### src/rtl/err_cnt_pkg.sv
package err_cnt_pkg;
  localparam int CNT_W   = 16;
  localparam int ARM_BIT = 16;
  localparam int ENB_BIT = 17;
  localparam int FLD_W   = ENB_BIT + 1;
  localparam int REG_W   = 64;

  typedef struct packed {
    logic             enb;
    logic             arm;
    logic [CNT_W-1:0] cnt;
  } chan_state_t;
endpackage

### src/rtl/err_cnt_decode.sv
module err_cnt_decode #(
  parameter int          ADDR_W    = 16,
  parameter int          NUM_CH    = 4,
  parameter int          CH_STRIDE = 4096,
  parameter logic [11:0] REG_OFS   = 12'h298
) (
  input  logic [ADDR_W-1:0]         addr,
  output logic                      hit,
  output logic [$clog2(NUM_CH)-1:0] ch
);
  localparam int CH_SHIFT = $clog2(CH_STRIDE);
  localparam int CH_BITS  = $clog2(NUM_CH);

  logic [ADDR_W-1:0] upper;
  logic [ADDR_W-1:0] low;

  always_comb begin
    upper = addr >> (CH_SHIFT + CH_BITS);
    low   = addr & ADDR_W'(CH_STRIDE - 1);
    ch    = addr[CH_SHIFT +: CH_BITS];
    hit   = (upper == '0) && (low == ADDR_W'(REG_OFS));
  end
endmodule

### src/rtl/err_cnt_chan.sv
module err_cnt_chan
  import err_cnt_pkg::*;
(
  input  logic             clk,
  input  logic             rst,
  input  logic             wr_en,
  input  logic [FLD_W-1:0] wr_fld,
  input  logic             strobe,
  output chan_state_t      st,
  output logic             irq
);
  chan_state_t st_q;
  logic        irq_q;

  always_ff @(posedge clk) begin
    if (rst) begin
      st_q  <= '0;
      irq_q <= 1'b0;
    end else begin
      irq_q <= 1'b0;
      if (wr_en) begin
        st_q.cnt <= wr_fld[CNT_W-1:0];
        st_q.arm <= wr_fld[ARM_BIT];
        st_q.enb <= wr_fld[ENB_BIT];
      end else if (strobe && st_q.arm) begin
        if (st_q.cnt == CNT_W'(1)) begin
          st_q.cnt <= '0;
          st_q.arm <= 1'b0;
          irq_q    <= st_q.enb;
        end else if (st_q.cnt == '0) begin
          st_q.arm <= 1'b0;
        end else begin
          st_q.cnt <= st_q.cnt - CNT_W'(1);
        end
      end
    end
  end

  assign st  = st_q;
  assign irq = irq_q;
endmodule

### src/rtl/err_cnt_bank.sv
module err_cnt_bank
  import err_cnt_pkg::*;
#(
  parameter int          NUM_CH    = 4,
  parameter int          ADDR_W    = 16,
  parameter int          CH_STRIDE = 4096,
  parameter logic [11:0] REG_OFS   = 12'h298
) (
  input  logic              clk,
  input  logic              rst,
  input  logic              bus_vld,
  input  logic              bus_wr,
  input  logic [ADDR_W-1:0] bus_addr,
  input  logic [REG_W-1:0]  bus_wdata,
  output logic [REG_W-1:0]  bus_rdata,
  output logic              bus_rvld,
  input  logic [NUM_CH-1:0] err_strobe,
  output logic [NUM_CH-1:0] irq_req
);
  localparam int CH_BITS = $clog2(NUM_CH);

  logic                          dec_hit;
  logic [CH_BITS-1:0]            dec_ch;
  logic [NUM_CH-1:0]             wr_sel;
  chan_state_t                   ch_st [NUM_CH];
  logic [NUM_CH-1:0][CNT_W-1:0]  ch_cnt;
  logic [NUM_CH-1:0]             ch_arm;
  logic [NUM_CH-1:0]             ch_enb;
  logic [REG_W-1:0]              rd_mux;
  logic                          unused_wdata_hi;

  assign unused_wdata_hi = &{1'b0, bus_wdata[REG_W-1:FLD_W]};

  err_cnt_decode #(
    .ADDR_W(ADDR_W), .NUM_CH(NUM_CH), .CH_STRIDE(CH_STRIDE), .REG_OFS(REG_OFS)
  ) i_dec (
    .addr(bus_addr), .hit(dec_hit), .ch(dec_ch)
  );

  for (genvar g = 0; g < NUM_CH; g++) begin : g_ch
    assign wr_sel[g] = bus_vld && bus_wr && dec_hit && (dec_ch == CH_BITS'(g));

    err_cnt_chan i_chan (
      .clk    (clk),
      .rst    (rst),
      .wr_en  (wr_sel[g]),
      .wr_fld (bus_wdata[FLD_W-1:0]),
      .strobe (err_strobe[g]),
      .st     (ch_st[g]),
      .irq    (irq_req[g])
    );

    assign ch_cnt[g] = ch_st[g].cnt;
    assign ch_arm[g] = ch_st[g].arm;
    assign ch_enb[g] = ch_st[g].enb;
  end

  always_comb begin
    rd_mux = '0;
    if (dec_hit) rd_mux = REG_W'(ch_st[dec_ch]);
  end

  always_ff @(posedge clk) begin
    if (rst) begin
      bus_rdata <= '0;
      bus_rvld  <= 1'b0;
    end else begin
      bus_rvld  <= bus_vld && !bus_wr;
      bus_rdata <= (bus_vld && !bus_wr) ? rd_mux : '0;
    end
  end
endmodule

### config.mk
export PLATFORM = sky130hd
export DESIGN_NAME = err_cnt_bank
export DESIGN_NICKNAME = d
export VERILOG_FILES = /design/src/rtl/err_cnt_pkg.sv /design/src/rtl/err_cnt_decode.sv /design/src/rtl/err_cnt_chan.sv /design/src/rtl/err_cnt_bank.sv
export SDC_FILE = /design/constraint.sdc
export NUM_CORES = 1
export LEC_CHECK = 0
export CAP_MARGIN = 25
export CORE_MARGIN = 1
export CORE_UTILIZATION = 25
export CTS_CLUSTER_DIAMETER = 80
export DETAILED_ROUTE_END_ITERATION = 8
export DONT_BUFFER_PORTS = 1
export SYNTH_ARGS = -nofsm -noshare
export SYNTH_HDL_FRONTEND = slang
export SYNTH_SLANG_ARGS = --single-unit
### constraint.sdc
create_clock -name clk -period 5.85 [get_ports clk]
set_clock_uncertainty 0.2 [all_clocks]
set_input_delay 0.2925 -clock clk [delete_from_list [all_inputs] [get_ports clk]]
set_output_delay 0.2925 -clock clk [all_outputs]
set_load 0.005 [all_outputs]
=== Word level (Yosys, flattened, before mapping) ===
Index checks and enable logic that the tools add are counted.

* Logic and storage cells: 111
* Input port bits: 88
* Register bits: 141

* Mux-type cells: 23
* Bitwise gates (word level): 11
* Add/subtract/negate cells: 4
* $lt $le $gt $ge: 1
* Equal/unequal tests: 12
* Reductions and logical operators: 41

{| class="wikitable"
|+ Operator list
! kind !! count
|-
| 17-bit 2-to-1 mux || 12
|-
| 16-bit zero test || 5
|-
| 16-bit by 1-bit == test with 1-bit output, second input constant || 4
|-
| 16-bit 2-to-1 mux || 4
|-
| 16-bit by 1-bit subtractor with 16-bit output, second input constant || 4
|-
| 18-bit binary-select mux with 2-bit select || 1
|-
| 18-bit 2-to-1 mux || 2
|-
| 2-bit AND reduction || 8
|-
| 4-bit OR reduction || 4
|-
| 12-bit by 10-bit == test with 1-bit output, second input constant || 1
|-
| 1-bit logical AND || 12
|-
| 3-bit by 1-bit inequality test with 1-bit output, second input constant || 4
|-
| 3-bit nonzero test || 4
|-
| 1-bit inverter || 10
|-
| 2-bit nonzero test || 4
|-
| 2-bit == test, second input constant || 2
|-
| 1-bit 2-to-1 mux || 4
|-
| 3-bit >= comparator, second input constant || 1
|-
| 2-bit inverter with 3-bit output || 1
|-
| 3-bit OR reduction || 1
|-
| 2-bit by 1-bit == test with 1-bit output, second input constant || 1
|-
| 2-bit zero test || 1
|-
| 2-bit OR reduction || 1
|-
| 1-bit zero test || 1
|}

=== Depth between registers and ports, before layout ===
* Depth after elaboration: 6
* Mapped depth: 9

=== Cells and area by module ===
From an unflattened synthesis, not the netlist that was laid out.

* Cell total of the unflattened synthesis: 799
* Area, all modules: 6537.5 um^2

{| class="wikitable"
|+ Modules (own cells, without submodules)
! module !! cells an instance !! times used !! area each (um^2)
|-
| err_cnt_chan || 169 || 4 || 1282.5
|-
| err_cnt_bank || 116 || 1 || 1340.0
|-
| err_cnt_decode || 7 || 1 || 67.6
|}

=== Worst setup path before layout ===
Ideal clock, no wire load.

* Kind: register to register
* Start point: register g_ch[3].i_chan.st_q (netlist bit g_ch[3].i_chan.st[0])
* End point: register g_ch[3].i_chan.st_q (netlist bit g_ch[3].i_chan.st[7])
* Arrival time: 2.158 ns
* Period minus slack after synthesis: 2.449 ns
* Slack: 3.401 ns
* Required time: 5.559 ns
* Buffers on the path: 1
* Library setup time: 0.091 ns
* Stages on the path, launching flop included: 9
* Path through: dfxtp_1 > inv_1 > ha_1 > nor3b_1 > and2_1 > clkbuf_1 > a31o_2 > or4_1 > a311oi_1

* Word-level cells in the longest chain between the ends: 5
* Elaborated cells between the ends (all ways): 9
* Those cells by class: add/sub (1); eq/ne (2); mux (4); reduce/logical (2)

{| class="wikitable"
|+ Ends and longest elaborated chain
! element !! RTL line !! RTL
|-
| from (decl) || err_cnt_chan.sv:12 || <nowiki>chan_state_t st_q;</nowiki>
|-
| 16-bit by 1-bit subtractor with 16-bit output || err_cnt_chan.sv:33 || <nowiki>st_q.cnt <= st_q.cnt - CNT_W'(1);</nowiki>
|-
| 16-bit 2-to-1 mux || err_cnt_chan.sv:30 || <nowiki>end else if (st_q.cnt == '0) begin</nowiki>
|-
| 17-bit 2-to-1 mux || err_cnt_chan.sv:26 || <nowiki>if (st_q.cnt == CNT_W'(1)) begin</nowiki>
|-
| 17-bit 2-to-1 mux || err_cnt_chan.sv:25 || <nowiki>end else if (strobe && st_q.arm) begin</nowiki>
|-
| 17-bit 2-to-1 mux || err_cnt_chan.sv:21 || <nowiki>if (wr_en) begin</nowiki>
|}

Parallel ways exist; a longest one is shown, timed or not. The select of a mux whose other input is x is not followed.
A chain may end at the register's enable or synchronous reset.

=== Worst setup path after layout ===
* Start point: register g_ch[1].i_chan.st_q (netlist bit g_ch[1].i_chan.st[8])
* End point: register g_ch[1].i_chan.st_q (netlist bit g_ch[1].i_chan.st[12])

* Word-level cells in the longest chain between the ends: 5
* Elaborated cells between the ends (all ways): 9
* Those cells by class: add/sub (1); eq/ne (2); mux (4); reduce/logical (2)

{| class="wikitable"
|+ Ends and longest elaborated chain
! element !! RTL line
|-
| from (decl) || err_cnt_chan.sv:12
|-
| 16-bit by 1-bit subtractor with 16-bit output || err_cnt_chan.sv:33
|-
| 16-bit 2-to-1 mux || err_cnt_chan.sv:30
|-
| 17-bit 2-to-1 mux || err_cnt_chan.sv:26
|-
| 17-bit 2-to-1 mux || err_cnt_chan.sv:25
|-
| 17-bit 2-to-1 mux || err_cnt_chan.sv:21
|}

Parallel ways exist; a longest one is shown, timed or not. The select of a mux whose other input is x is not followed.

==> reports/results.ini <==
[clock_network]
cts.clk_slew.worst_paths_ps = 80
hold_buffers = 24
cts_tree = yes
root_buffer = clkbuf_16
htreeDepth = 3
cts_inserted_buffers = 9
cts_buffer_depth = 2
clock-sinks = 95
post_cts_buffers = 0
cts_resized = 0
clkLatencyLatePin_ps = 370

[synthesis]
synth.distinct_cells = 73
yosysWarnings = 0
synth_edf_count = 0
synthTopCellsByArea = dfxtp_1 30%, mux4_2 6.5%, buf_4 6.1%
yosysSeqAreaShare_pct = 30.3
yosysTopAreaCellShare_pct = 30.3
syn_avg_cell_area_um2 = 8.19
syn_area_um2 = 6270
netlist_instances = 766
synth_commonest_cells = 95 x dfxtp_1, 70 x nor2_1, 54 x o21ai_0
ys_ff_latch = 95
synth_most_common_cell = dfxtp_1
synth_ff_type = dfxtp_1
async_flop_share_pct = 0
yosys.area.top_type = dfxtp_1

[hold_path]
hold_path.class = in2reg
hold_start = err_strobe[3]

[pwr]
powerDensity_nw_per_um2 = 191
intPower_w = 0.000975
cellLeakagePower_nw = 2.50
p_seq_share_pct = 49.4
peakVddDrop_mv = 0.151
p_total_w = 0.00131
p_sw_share_pct = 25.5
p_clk_share_pct = 45.5
comb_power_share_pct = 5.0
power.switching_w = 0.000333

[timing]
tightestPinTransition_ps = 1160
hold_viol = 0
maxSlewHeadroom_pct = 22.6
clock.fmax_mhz = 272
rsz0062_at_grt = false
period_share_pct = 62.9
finalSetupTns_ps = 0
hold_ws_ps = 3.80
setup_viol = 0
drv_slew = 0
finalCriticalPeriod_ps = 3680

[drt]
routed_wirelength_mm = 22.4
drc = 0
drt_iter0_drc = 600
drtAntennaViolNets = 0
num_vias = 6142
drt-pass1-iter-count = 7
avgRoutedWirePerCell_um = 20.8
vias_per_cell = 5.71

[placed_design]
globalplace.congestion = 0.893
port_buffers = 0
dpl.hpwl_mm = 15.7

[floorplan]
die_y_um = 160
die_w_um = 160
dieArea_um2 = 25700
rows = 57
ioPinCount = 157
core_um2 = 24500
start_util_pct = 25.6

[setup_path]
cp-startpoint = g_ch[1].i_chan.st[8]
crit_path_end_kind = flop
worstReg2RegStart = g_ch[1].i_chan.st[8]
critPathMaxFanout = 18
required_ps = 5910
path_class = reg2reg
cp-start-kind = flop
cp.arrival_ps = 3740

[final_layout]
fin_nets = 842
layout-drive-gt1-share_pct = 9.45
syn2layout_area_growth_pct = 9.22

[global_routing]
grt_pass1_vias = 5254
grt_pass1_wl_mm = 33.0
overflow = 0
grtUsageTotal_pct = 17.0
antenna_found_initial = 2
grt_max_degree = 46

[status]
status = complete, no violations

[job]
drv_cap = 0

flip-flops by register name, summed over array words and instances (netlist names):
signal / flops
g_ch.i_chan.irq: 4
bus_rdata: 18
g_ch.i_chan.st: 72
bus_rvld: 1
power groups by stage:
stage	clock (W)	sequential, W	combinational, W
6_report	0.000595	0.000646	0.0000660
3_3_place_gp	0	0.000662	0.0000273
2_1_floorplan	0	0.000662	0.0000562
4_1_cts	0.000599	0.000646	0.0000634
3_5_place_dp	0	0.000662	0.0000272
5_1_grt	0.000630	0.000646	0.0000682
cell usage in the layout (no fill, tap or decap), types with 4 or more instances in the layout:
cell type,netlist,layout
a211oi_1,21,21
a21oi_1,42,42
a311oi_1,6,6
a31oi_1,37,37
and2_1,6,6
and3_1,25,25
and4_1,4,4
buf_4,51,4
clkbuf_16,0,9
conb_1,1,46
dfxtp_1,95,95
dlygate4sd3_1,0,23
ha_1,8,8
inv_1,21,21
mux2i_1,9,9
mux4_2,18,18
nand2_1,43,43
nand3_1,15,15
nand3b_1,5,5
nand4_1,15,15
nand4b_1,4,4
nor2_1,70,70
nor3_1,31,31
nor3b_1,5,4
nor4_1,24,22
nor4b_1,5,5
o211ai_1,5,5
o21ai_0,54,54
o31ai_1,7,7
or2_2,4,4
or3_1,9,9
or4_1,11,11
logic make-up after synthesis:
logic type,Yosys count,share of synthesized area [%]
compound gates,209,21.7
xor+xnor,2,0.279
fa+ha+maj,8,1.60
buf+inv,127,11.1
flops,95,30.3
mux,27,7.90
other cells,1,0.0598
simple gates,297,27.0
final timing paths:
path                           end  slack, ps  cells after the start
max reg2reg  g_ch[1].i_chan.st[12]       2170                      6
min          g_ch[3].i_chan.st[16]          4                      3
max          g_ch[1].i_chan.st[12]       2170                      6
min reg2reg     g_ch[2].i_chan.irq        310                      2
critical path, cell delays in order (launching register included):
cell	delay, ps
dfxtp_1	410
or3_1	490
nor4b_4	820
a31oi_1	640
a31oi_1	370
a211oi_2	90
dlygate4sd3_1	560
layout make-up:
cell class                 count  area [um2]
multi-input combinational    589        3860
sequential                    95        1900
inverter                      21        78.8
timing repair buffer          30         314
clock buffer                  10         239
clock inverter                 6        50.0
antenna                        1        2.50
tap                          324         405
fill                        2597       17600
stage by stage:
stage	cells	worst slack, ps	util [%]	instance area, um2
2_1_floorplan	811	3400	-	6440
5_1_grt	1076	2090	28.0	6850
3_5_place_dp	1035	2780	25.8	6300
3_3_place_gp	1033	2520	25.7	6270
6_report	1076	2170	28.0	6850
4_1_cts	1075	2300	28.0	6850
layer usage:
layer  up-vias  global-route usage (%)  wire length [um]
li1       2793                       -                 -
met2       284                    25.2             10000
met5         -                       0                13
met4         2                    8.48               833
met3        52                    4.78              2250
met1      3011                    22.3              9290
Note: power is estimated with default switching activity, not from simulation.
